--- src/rtl/cmd_rtc_pkg.sv ---
package cmd_rtc_pkg;
  typedef enum logic [2:0] {
    CMD_NOP      = 3'd0,
    CMD_GET_TIME = 3'd1,
    CMD_SET_TIME = 3'd2,
    CMD_GET_ALM  = 3'd3,
    CMD_SET_ALM  = 3'd4
  } rtc_cmd_e;

  localparam logic [1:0] IDX_CTRL = 2'd0;
  localparam logic [1:0] IDX_ADDR = 2'd1;
  localparam logic [1:0] IDX_DATA = 2'd2;
  localparam logic [1:0] IDX_TRIM = 2'd3;

  localparam int REC_BYTES = 6;
  localparam int REC_W     = REC_BYTES * 8;
  localparam int SEC_W     = 32;
  localparam int EN_BIT    = 7;
endpackage

--- src/rtl/rtc_byte_ram.sv ---
module rtc_byte_ram #(
  parameter int DEPTH = 256,
  parameter int AW    = $clog2(DEPTH),
  parameter int RW    = 48
) (
  input  logic          clk,
  input  logic          rst_n,
  input  logic          host_we,
  input  logic [AW-1:0] host_addr,
  input  logic [7:0]    host_wdata,
  output logic [7:0]    host_rdata,
  input  logic          rec_we,
  input  logic [RW-1:0] rec_wdata,
  output logic [RW-1:0] rec_rdata
);
  localparam int NB = RW / 8;

  logic [7:0] mem [DEPTH];

  always_ff @(posedge clk) begin
    if (host_we) mem[host_addr] <= host_wdata;
    if (rec_we) begin
      for (int b = 0; b < NB; b++) mem[b] <= rec_wdata[8*b +: 8];
    end
  end

  assign host_rdata = mem[host_addr];

  for (genvar g = 0; g < NB; g++) begin : g_rec_rd
    assign rec_rdata[8*g +: 8] = mem[g];
  end

  // a host byte write never lands in the cycle a record transfer writes
  p_no_port_clash_r9: assert property (@(posedge clk) disable iff (!rst_n)
    !(host_we && rec_we));
endmodule

--- src/rtl/rtc_timebase.sv ---
module rtc_timebase #(
  parameter int FRAC_W = 16,
  parameter int SW     = 32
) (
  input  logic              clk,
  input  logic              rst_n,
  input  logic              tick,
  input  logic              load,
  input  logic [FRAC_W-1:0] load_frac,
  input  logic [SW-1:0]     load_sec,
  output logic [FRAC_W-1:0] frac_q,
  output logic [SW-1:0]     sec_q,
  output logic              sec_adv,
  output logic [SW-1:0]     sec_nxt
);
  localparam logic [FRAC_W-1:0] FRAC_ONE = FRAC_W'(1);
  localparam logic [SW-1:0]     SEC_ONE  = SW'(1);

  logic [FRAC_W-1:0] frac_d;
  logic [SW-1:0]     sec_d;

  assign sec_nxt = sec_q + SEC_ONE;

  always_comb begin
    frac_d  = frac_q;
    sec_d   = sec_q;
    sec_adv = 1'b0;
    if (tick) begin
      if (load) begin
        frac_d = load_frac;
        sec_d  = load_sec;
      end else begin
        frac_d = frac_q + FRAC_ONE;
        if (frac_q == '1) begin
          sec_d   = sec_nxt;
          sec_adv = 1'b1;
        end
      end
    end
  end

  always_ff @(posedge clk or negedge rst_n) begin
    if (!rst_n) begin
      frac_q <= '0;
      sec_q  <= '0;
    end else if (tick) begin
      frac_q <= frac_d;
      sec_q  <= sec_d;
    end
  end

  p_frac_step_r4: assert property (@(posedge clk) disable iff (!rst_n)
    (tick && !load) |=> (frac_q == FRAC_W'($past(frac_q) + FRAC_ONE)));
  p_sec_carry_r4: assert property (@(posedge clk) disable iff (!rst_n)
    (tick && !load && (frac_q == '1)) |=> (sec_q == SW'($past(sec_q) + SEC_ONE)));
  p_idle_hold_r4: assert property (@(posedge clk) disable iff (!rst_n)
    !tick |=> ($stable(frac_q) && $stable(sec_q)));
  p_load_r5: assert property (@(posedge clk) disable iff (!rst_n)
    (tick && load) |=> (sec_q == $past(load_sec)));
endmodule

--- src/rtl/rtc_alarm.sv ---
module rtc_alarm #(
  parameter int SW = 32
) (
  input  logic          clk,
  input  logic          rst_n,
  input  logic          load,
  input  logic [SW-1:0] load_sec,
  input  logic          enable,
  input  logic          sec_adv,
  input  logic [SW-1:0] sec_nxt,
  input  logic          clr,
  output logic [SW-1:0] alm_sec_q,
  output logic          done_q
);
  logic fire;
  logic done_d;

  assign fire = sec_adv && enable && (sec_nxt == alm_sec_q);

  always_comb begin
    done_d = done_q;
    if (clr)  done_d = 1'b0;
    if (fire) done_d = 1'b1;
  end

  always_ff @(posedge clk or negedge rst_n) begin
    if (!rst_n) alm_sec_q <= '0;
    else if (load) alm_sec_q <= load_sec;
  end

  always_ff @(posedge clk or negedge rst_n) begin
    if (!rst_n) done_q <= 1'b0;
    else        done_q <= done_d;
  end

  p_done_sticky_r10: assert property (@(posedge clk) disable iff (!rst_n)
    (done_q && !clr) |=> done_q);
  p_done_cleared_r10: assert property (@(posedge clk) disable iff (!rst_n)
    (clr && !sec_adv) |=> !done_q);
  p_no_fire_disabled_r10: assert property (@(posedge clk) disable iff (!rst_n)
    (!done_q && !enable) |=> !done_q);
endmodule

--- src/rtl/cmd_rtc.sv ---
module cmd_rtc
  import cmd_rtc_pkg::*;
#(
  parameter int FRAC_W    = 16,
  parameter int RAM_DEPTH = 256
) (
  input  logic        clk,
  input  logic        rst_n,
  input  logic        slow_tick,
  input  logic        reg_en,
  input  logic        reg_we,
  input  logic [1:0]  reg_idx,
  input  logic [31:0] reg_wdata,
  output logic [31:0] reg_rdata,
  output logic        alarm_irq
);
  localparam int AW = $clog2(RAM_DEPTH);
  localparam logic [AW-1:0] PTR_ONE = AW'(1);

  // reset: asynchronous assert, synchronous release
  logic rst_meta, rst_int;
  always_ff @(posedge clk or negedge rst_n) begin
    if (!rst_n) begin
      rst_meta <= 1'b0;
      rst_int  <= 1'b0;
    end else begin
      rst_meta <= 1'b1;
      rst_int  <= rst_meta;
    end
  end

  logic          busy_q, busy_d;
  logic [2:0]    cmd_q, cmd_d;
  logic          en_q, en_d;
  logic [AW-1:0] ptr_q, ptr_d;
  logic [7:0]    trim_q, trim_d;

  logic ctrl_wr, cmd_accept, addr_wr, trim_wr, data_acc, data_wr_ok, data_rd_ok, exec;

  assign ctrl_wr    = reg_en && reg_we && (reg_idx == IDX_CTRL);
  assign cmd_accept = ctrl_wr && !busy_q;
  assign addr_wr    = reg_en && reg_we && (reg_idx == IDX_ADDR);
  assign trim_wr    = reg_en && reg_we && (reg_idx == IDX_TRIM);
  assign data_acc   = reg_en && (reg_idx == IDX_DATA);
  assign data_wr_ok = data_acc && reg_we && !busy_q;
  assign data_rd_ok = data_acc && !reg_we && !busy_q;
  assign exec       = busy_q && slow_tick;

  logic do_get_time, do_set_time, do_get_alm, do_set_alm;
  assign do_get_time = exec && (cmd_q == CMD_GET_TIME);
  assign do_set_time = exec && (cmd_q == CMD_SET_TIME);
  assign do_get_alm  = exec && (cmd_q == CMD_GET_ALM);
  assign do_set_alm  = exec && (cmd_q == CMD_SET_ALM);

  // next state
  always_comb begin
    busy_d = busy_q;
    cmd_d  = cmd_q;
    en_d   = en_q;
    ptr_d  = ptr_q;
    trim_d = trim_q;
    if (cmd_accept) begin
      busy_d = 1'b1;
      cmd_d  = reg_wdata[2:0];
      en_d   = reg_wdata[EN_BIT];
    end else if (exec) begin
      busy_d = 1'b0;
    end
    if (addr_wr) ptr_d = reg_wdata[AW-1:0];
    else if (data_wr_ok || data_rd_ok) ptr_d = ptr_q + PTR_ONE;
    if (trim_wr) trim_d = reg_wdata[7:0];
  end

  always_ff @(posedge clk or negedge rst_int) begin
    if (!rst_int) begin
      busy_q <= 1'b0;
      cmd_q  <= 3'd0;
      en_q   <= 1'b0;
      ptr_q  <= '0;
      trim_q <= 8'd0;
    end else begin
      busy_q <= busy_d;
      cmd_q  <= cmd_d;
      en_q   <= en_d;
      ptr_q  <= ptr_d;
      trim_q <= trim_d;
    end
  end

  // datapath
  logic [FRAC_W-1:0] frac_q;
  logic [SEC_W-1:0]  sec_q, sec_nxt, alm_sec_q;
  logic              sec_adv, done_q;
  logic [7:0]        host_rdata;
  logic [REC_W-1:0]  rec_rdata, rec_wdata;
  logic [15:0]       frac16;

  assign frac16    = 16'(frac_q);
  assign rec_wdata = do_get_time ? {sec_q, frac16} : {alm_sec_q, 16'h0000};

  rtc_byte_ram #(.DEPTH(RAM_DEPTH), .AW(AW), .RW(REC_W)) u_ram (
    .clk        (clk),
    .rst_n      (rst_int),
    .host_we    (data_wr_ok),
    .host_addr  (ptr_q),
    .host_wdata (reg_wdata[7:0]),
    .host_rdata (host_rdata),
    .rec_we     (do_get_time || do_get_alm),
    .rec_wdata  (rec_wdata),
    .rec_rdata  (rec_rdata)
  );

  rtc_timebase #(.FRAC_W(FRAC_W), .SW(SEC_W)) u_time (
    .clk       (clk),
    .rst_n     (rst_int),
    .tick      (slow_tick),
    .load      (do_set_time),
    .load_frac (rec_rdata[FRAC_W-1:0]),
    .load_sec  (rec_rdata[REC_W-1:16]),
    .frac_q    (frac_q),
    .sec_q     (sec_q),
    .sec_adv   (sec_adv),
    .sec_nxt   (sec_nxt)
  );

  rtc_alarm #(.SW(SEC_W)) u_alarm (
    .clk       (clk),
    .rst_n     (rst_int),
    .load      (do_set_alm),
    .load_sec  (rec_rdata[REC_W-1:16]),
    .enable    (en_q),
    .sec_adv   (sec_adv),
    .sec_nxt   (sec_nxt),
    .clr       (cmd_accept),
    .alm_sec_q (alm_sec_q),
    .done_q    (done_q)
  );

  if (FRAC_W < 16) begin : g_frac_pad
    logic unused_frac_hi;
    assign unused_frac_hi = ^rec_rdata[15:FRAC_W];
  end
  logic unused_wdata_hi;
  assign unused_wdata_hi = ^reg_wdata[31:8];

  // read mux
  always_comb begin
    unique case (reg_idx)
      IDX_CTRL: reg_rdata = {24'd0, en_q, done_q, busy_q, 2'b00, cmd_q};
      IDX_ADDR: reg_rdata = 32'(ptr_q);
      IDX_DATA: reg_rdata = {24'd0, host_rdata};
      default:  reg_rdata = {24'd0, trim_q};
    endcase
  end

  assign alarm_irq = done_q;

  p_busy_clears_r3: assert property (@(posedge clk) disable iff (!rst_int)
    (busy_q && slow_tick) |=> !busy_q);
  p_busy_waits_r3: assert property (@(posedge clk) disable iff (!rst_int)
    (busy_q && !slow_tick) |=> busy_q);
  p_enable_loaded_r2: assert property (@(posedge clk) disable iff (!rst_int)
    cmd_accept |=> (en_q == $past(reg_wdata[EN_BIT])) && busy_q);
  p_ctrl_ignored_r9: assert property (@(posedge clk) disable iff (!rst_int)
    (busy_q && ctrl_wr) |=> ($stable(en_q) && $stable(cmd_q)));
  p_ptr_frozen_r9: assert property (@(posedge clk) disable iff (!rst_int)
    (busy_q && data_acc) |=> $stable(ptr_q));
endmodule

--- config.mk ---
export PLATFORM = sky130hd
export DESIGN_NAME = cmd_rtc
export DESIGN_NICKNAME = d
export VERILOG_FILES = /design/src/rtl/cmd_rtc_pkg.sv /design/src/rtl/rtc_byte_ram.sv /design/src/rtl/rtc_timebase.sv /design/src/rtl/rtc_alarm.sv /design/src/rtl/cmd_rtc.sv
export SDC_FILE = /design/constraint.sdc
export NUM_CORES = 2
export LEC_CHECK = 0
export ABC_AREA = 1
export ABC_CLOCK_PERIOD_IN_PS = 4100
export BUFFER_PORTS_ARGS = -buffer_cell sky130_fd_sc_hd__buf_2
export CORE_MARGIN = 3
export CORE_UTILIZATION = 56
export CTS_BUF_LIST = sky130_fd_sc_hd__clkbuf_2 sky130_fd_sc_hd__clkbuf_4 sky130_fd_sc_hd__clkbuf_8
export CTS_CLUSTER_DIAMETER = 120
export DETAILED_ROUTE_END_ITERATION = 8
export PLACE_DENSITY = 0.69
export SYNTH_ARGS = -nofsm -noshare
export SYNTH_HDL_FRONTEND = slang
export SYNTH_SLANG_ARGS = --single-unit
--- constraint.sdc ---
create_clock -name clk -period 4.1 [get_ports clk]
set_input_delay 0.205 -clock clk [delete_from_list [all_inputs] [get_ports clk]]
set_output_delay 0.205 -clock clk [all_outputs]
set_load 0.01 [all_outputs]
# [Yosys cells after proc, flatten, opt, wreduce, memory -nomap -nowiden]
# Memories as Yosys holds them, arrays and structs flattened.
# Index checks and enable logic that the tools add are counted.
# Widths: inputs -> output; s select.
[totals] reg_bits=104 ramBits=2048 in_bits=39 elab_cells=73 memories=1
[mem_list] memory="u_ram.mem" words=256 width=8 rd=7 rd_clocked_by_memory_dff=0 wr=6 line="rtc_byte_ram.sv:18" source="logic [7:0] mem [DEPTH];"
[op_classes] addsub=3 n_eq_ne=9 n_mux=21 reduce_logical=28
[ops] op="$mux 32" n=2
[ops] op="$mux 48" n=1
[ops] op="$add 32x1->32 const B" n=1
[ops] op="$eq 32x32->1" n=1
[ops] op="$mux 8" n=4
[ops] op="$pmux 8 s3" n=1
[ops] op="$logic_and 1x1->1" n=17
[ops] op="$add 16x1->16 const B" n=1
[ops] op="$eq 16x16->1 const B" n=1
[ops] op="$mux 16" n=1
[ops] op="$mux 1" n=12
[ops] op="$add 8x1->8 const B" n=1
[ops] op="$reduce_bool 2->1" n=4
[ops] op="$reduce_or 8->1" n=1
[ops] op="$eq 3x2->1 const B" n=2
[ops] op="$eq 2x2->1 const B" n=2
[ops] op="$eq 3x1->1 const B" n=1
[ops] op="$eq 3x3->1 const B" n=1
[ops] op="$eq 2x1->1 const B" n=1
[ops] op="$logic_not 1->1" n=2
[ops] op="$logic_not 2->1" n=1
[ops] op="$logic_or 1x1->1" n=2
[ops] op="$reduce_and 2->1" n=1

# [Logic depth before layout (Yosys ltp)]
[logic_depth] ltp_word=7 depth_mapped=18 depth_no_buf=16

# [Modules after synthesis]
# From an unflattened synthesis, not the netlist that was laid out.
[hier_totals] cells_unflattened=9328 area_unflattened_um2=92700.2
[by_module_without_submodules] mod="rtc_byte_ram" instances=1 cells_per_inst=8125 area_each_um2=85046.6
[by_module_without_submodules] mod="rtc_timebase" instances=1 cells_per_inst=616 area_each_um2=3754.9
[by_module_without_submodules] mod="cmd_rtc" instances=1 cells_per_inst=352 area_each_um2=2104.5
[by_module_without_submodules] mod="rtc_alarm" instances=1 cells_per_inst=235 area_each_um2=1794.2

# [Worst setup path after synthesis]
# OpenSTA, ideal clock, no wires.
[synth_path] kind="reg2reg" from="reg ptr_q[0]" to="mem u_ram.mem[2][0], enable pin" t_arrival_ps=2364 setup_slack_ps=1352 stages_incl_launch_ff=11 n_path_buf=4 cell_sequence="dfrtp_1 -> inv_2 -> buf_6 -> buf_6 -> buf_2 -> buf_2 -> ha_1 -> inv_1 -> nor2_1 -> nand2_1 -> o21ai_0"
[synth_lines] item="start: declaration" line="cmd_rtc.sv:35" source="logic [AW-1:0] ptr_q, ptr_d;"
[synth_lines] item="start signal: assignment" line="cmd_rtc.sv:85" source="ptr_q <= ptr_d;"
[synth_lines] item="end: declaration" line="rtc_byte_ram.sv:18"

# [Worst setup path after layout]
[layout_path] from="reg ptr_q[0]" to="out reg_rdata[5]"
[layout_between] elab_chain_len=2
[layout_lines] item="$mem_v2 256x8"
[layout_lines] item="$pmux 8 s3" line="cmd_rtc.sv:148" source="unique case (reg_idx)"
[layout_lines] item="end: declaration" line="cmd_rtc.sv:14" source="output logic [31:0] reg_rdata,"
# No other way between the ends.

==> results list <==
* Placed Instance Area: 0.09632 mm²
* Number of register bits inferred by synthesis: 2152
- The total count of hold-check failures in the final report is 0.
- Die ar.: 0.1695 mm²
* Cell with the largest stage delay on the worst path: dfrtp_4
* Category of the most critical setup path: flip-flop to output port
* Final standard cell utilization of the core: 0.6526
* Register-to-register setup slack: 0.05 ns
* Total number of vias: 67430
- Of all flip-flops after synthesis, the portion carrying an async set or reset was 0.04833.
- Hold slack: 0.1154 ns
- Timing would allow up to 0.2412 GHz.
- Syn. warnings: 0
* Maximum buffer depth of the clock tree: 4
* Sequential area share after synthesis: 0.6956
- Measured against its own limit, the worst slew margin works out to 0.1611.
- The worst hold path begins at reg_idx[1].
- The final number of max-transition violations was 0.
- Measured along the x axis, the die boundary spans 411.7 µm.
- Area share of the leading cell type in the synthesized netlist: 0.6673
- Summing internal, switching and leakage power gives 59.16 mW.
- Worst-Skew Late Latency: 1.09 ns
- Once layout is done, the placed cells without fillers occupy 0.1065 mm².
- TritonCTS created 354 clock buffers.
- Clock tree synthesis selected as its root buffer the cell clkbuf_8.
- The share of total power dissipated in sequential elements is 0.415.
* Count of max-cap constraint violations: 0
* Sum of net half-perimeters after detailed placement: 153.9 mm
* Post-route DRC violation count: 0
* Clock slew at the register clock pins of the worst setup and hold paths: 0.06 ns
- Count of flip-flops with a built-in enable after synthesis: 2048
- Logic depth of the worst register-to-register path: 9
- Traced cell by cell, the critical path runs through buf_12, clkinv_16, buf_16, buf_16, buf_16, buf_12, nand2_1, nand2_1, nand2_1, nand2_1, nand2_1, nand2_1, o21ai_1, nand2_2, nor2_1, nor2_1, nor2_1, nand2_1, nand2_2, a21oi_4, buf_6.
* Final-layout setup total negative slack: -0.1446 ns
* Pin count of the biggest net entering global routing: 151
* Worst setup slack after layout: -0.04511 ns
- Total of endpoints with negative setup slack in the final report: 5
- Endpoint type of the worst setup path: output port
- Hold EP: trim_q[3]
- The count of nets left with antenna violations once routing finished came out at 0.
- Critical path startpoint category: flip-flop
* NetSw: 19.74 mW
* Fraction of final layout cells sized beyond drive strength 1: 0.1348
- Endpoint arrival time on the critical path: 3.94 ns
- The kind of cell with the highest combined delay along the critical path is buffers and inverters.
- The largest single stage delay on the critical path is 0.51 ns.
- Counting instances, the worst hold path has a depth of 5.
* Post-Place Cells: 10850
* Peak supply drop: 0.3889 mV
- Part of the power in the clock network: 0.303
- Final layout net count: 9194
- Overall overflow remaining after global route: 0
- The H-tree generated during clock tree synthesis spans 5 levels.
- Count of TritonRoute iterations in the first routing pass: 8
- Synthesis handed over a netlist of 8722 instances.
- The floorplan has 148 rows.
- The most common cell in the synthesized netlist is nand2_1.
- Time the final worst path needs with I/O delays and setup: 4.145 ns
- The area growth from synthesis to layout is 15.53%.
* Result of the run: finished with violations
* Synthesized area: 0.09216 mm²
- Hold Crit Class: primary input to flip-flop
- At the pin with the least slew margin, the transition time is 1.257 ns.
* Initial detailed-routing violation count: 9189
- CTS tree: done
- Boundary pin count: 72
- Top FF cell, synth: edfxtp_1
- Quantity of I/O buffers inserted on ports: 23
- WP data required: 3.89 ns
* Ratio of final minimum period to clock period: 1.011
- Count of placed standard cells in the final layout, fillers left out: 11580
- Final routed wire length divided by cell count: 23.86 µm
- Multi-input logic area: 0.02437 mm²
- The initial utilization of the core area, before any placement, comes to 0.5649.
* Reg-to-Reg Start: busy_q
* RePlAce Congestion: 0.9308
- Commonest cells in the netlist: nand2_1 (2451), edfxtp_1 (2048), nor2_1 (1507), o21ai_0 (701), inv_1 (527)
* GR Util All Layers: 0.3173
* Core area: 0.1631 mm²
- Peak fanout along the critical path: 8
* Most area-hungry cell type in the Yosys netlist: edfxtp_1
* RSZ-0062 raised after global routing: true
- Total area of sequential cells: 0.06411 mm²
* R2R Path End: u_ram.mem[98][3]
- Violations in the final reports: negative setup slack
- Using the TritonRoute via totals, the vias-per-cell ratio works out to 5.825.
- Synth Area per Inst: 10.57 µm²
- Synthesis instantiated 46 different standard cells from the library.
* Switch share: 0.3336
- The number of global-route vias before repair came to 63050.
* Number of buffers and inverters on the critical path: 7
- OpenSTA, run right after detailed placement, puts the worst setup slack at 0.4969 ns.
- After detailed routing, the total wire length is 276.1 mm.
* Power per Cell Area: 555.6 mW/mm²
- Static leakage power: 41.14 nW
* Clock tree sinks: 2152
- Leading post-synthesis cells by cell area: edfxtp_1 (67%), nand2_1 (10%), nor2_1 (6.1%)
* Number of antenna violations at the first check in global routing: 13
* Count of filler cells inserted in the layout: 12140
- Between clock sinks in the finished design, the worst skew comes to 0.07044 ns.
- Wire length of the first global-routing pass: 400.5 mm
- The cell that appears most often on the critical path is nand2_1.
- Combinational fraction of design power: 0.282
* Die boundary height: 411.7 µm
- The internal power of the cells totals 39.42 mW.
[power groups by stage]
stage               clock [mW]  combinational (mW)  sequential (mW)
finish                    17.9                16.7             24.6
global route              19.0                17.8             24.6
CTS                       18.0                15.6             24.5
detailed placement           0                13.4             25.0
global placement             0                13.2             25.0
floorplan                    0                8.56             24.9
[cells in the final DEF (no fill, tap or decap), types with 20 or more instances in the layout]
master	n
nand2_1	2383
clkinv_1	78
xor2_1	25
clkbuf_4	120
nor2_1	1450
o21ai_2	35
nor3_1	24
o21ai_1	304
o22ai_1	134
inv_1	524
o21ai_0	653
a21oi_1	54
nand4_1	31
nor2_2	42
o211ai_1	20
clkbuf_8	369
conb_1	25
buf_4	344
buf_6	32
nand2_2	65
buf_16	48
buf_12	45
dfrtp_1	100
edfxtp_1	2048
nand3_1	199
[timing repair]
| action | in CTS | in global routing |
|---|---|---|
| gates cloned | 38 | 20 |
| setup buffers | 33 | 11 |
| pin swaps | 36 | 74 |
| resized for setup | 224 | 187 |
| endpoints found under the hold margin | 1321 | 0 |
| endpoints found under the setup margin | 8 | 8 |
| hold buffers | 19 | 0 |
[cells by family after synthesis]
| logic type | synth area share |
|---|---|
| AO/OA/AOI/OAI | 0.07092 |
| adder cells (fa/ha/maj) | 0.0008146 |
| buffers and inverters | 0.05003 |
| other | 0.00008149 |
| flip-flops | 0.6956 |
| XOR/XNOR | 0.004779 |
| multiplexers | 0.0007331 |
| AND/OR/NAND/NOR | 0.1771 |
[worst max path at each step]
stage               cells after the start  slack (ns)     start           end
global placement                       16        0.52  ptr_q[1]  reg_rdata[6]
CTS                                    18       -0.03  ptr_q[0]  reg_rdata[2]
global route                           19       -0.17  ptr_q[0]  reg_rdata[6]
finish                                 21       -0.05  ptr_q[0]  reg_rdata[5]
detailed placement                     14        0.50  ptr_q[2]  reg_rdata[6]
floorplan                               0        0.99   rst_int        busy_q
[worst min-delay path: stages]
cell and delay [ns]:
buf_2 0.14, nand2_1 0.28, nor2_1 0.29, nand2_1 0.10
o21ai_0 0.08
[cell type report]
type	count	share of cell area
clock inverters	102	0.005100
diodes	17	0.0003995
inverters	535	0.01951
clock buffers	489	0.05616
well taps	2175	0.02556
flip-flops and latches	2152	0.6022
multi-input cells	5558	0.2289
repair inverters	2	0.0001880
repair buffers	546	0.06205
[state kept, by name, indices dropped and copies added (netlist names)]
signal	flops
rst_int	1
cmd_q	3
en_q	1
u_alarm.alm_sec_q	32
ptr_q	8
rst_meta	1
busy_q	1
u_time.sec_q	32
u_time.frac_q	16
u_alarm.done_q	1
u_ram.mem	2048
trim_q	8
[layer usage]
| metal | GRT usage | up-vias | wire length (µm) |
|---|---|---|---|
| li1 | - | 30180 | - |
| met3 | 0.06744 | 753 | 32380 |
| met1 | 0.4344 | 32340 | 104300 |
| met4 | 0.1538 | 4 | 13290 |
| met5 | 0 | - | 24 |
| met2 | 0.4865 | 4151 | 126100 |
Power figures use the tool's default switching activity.
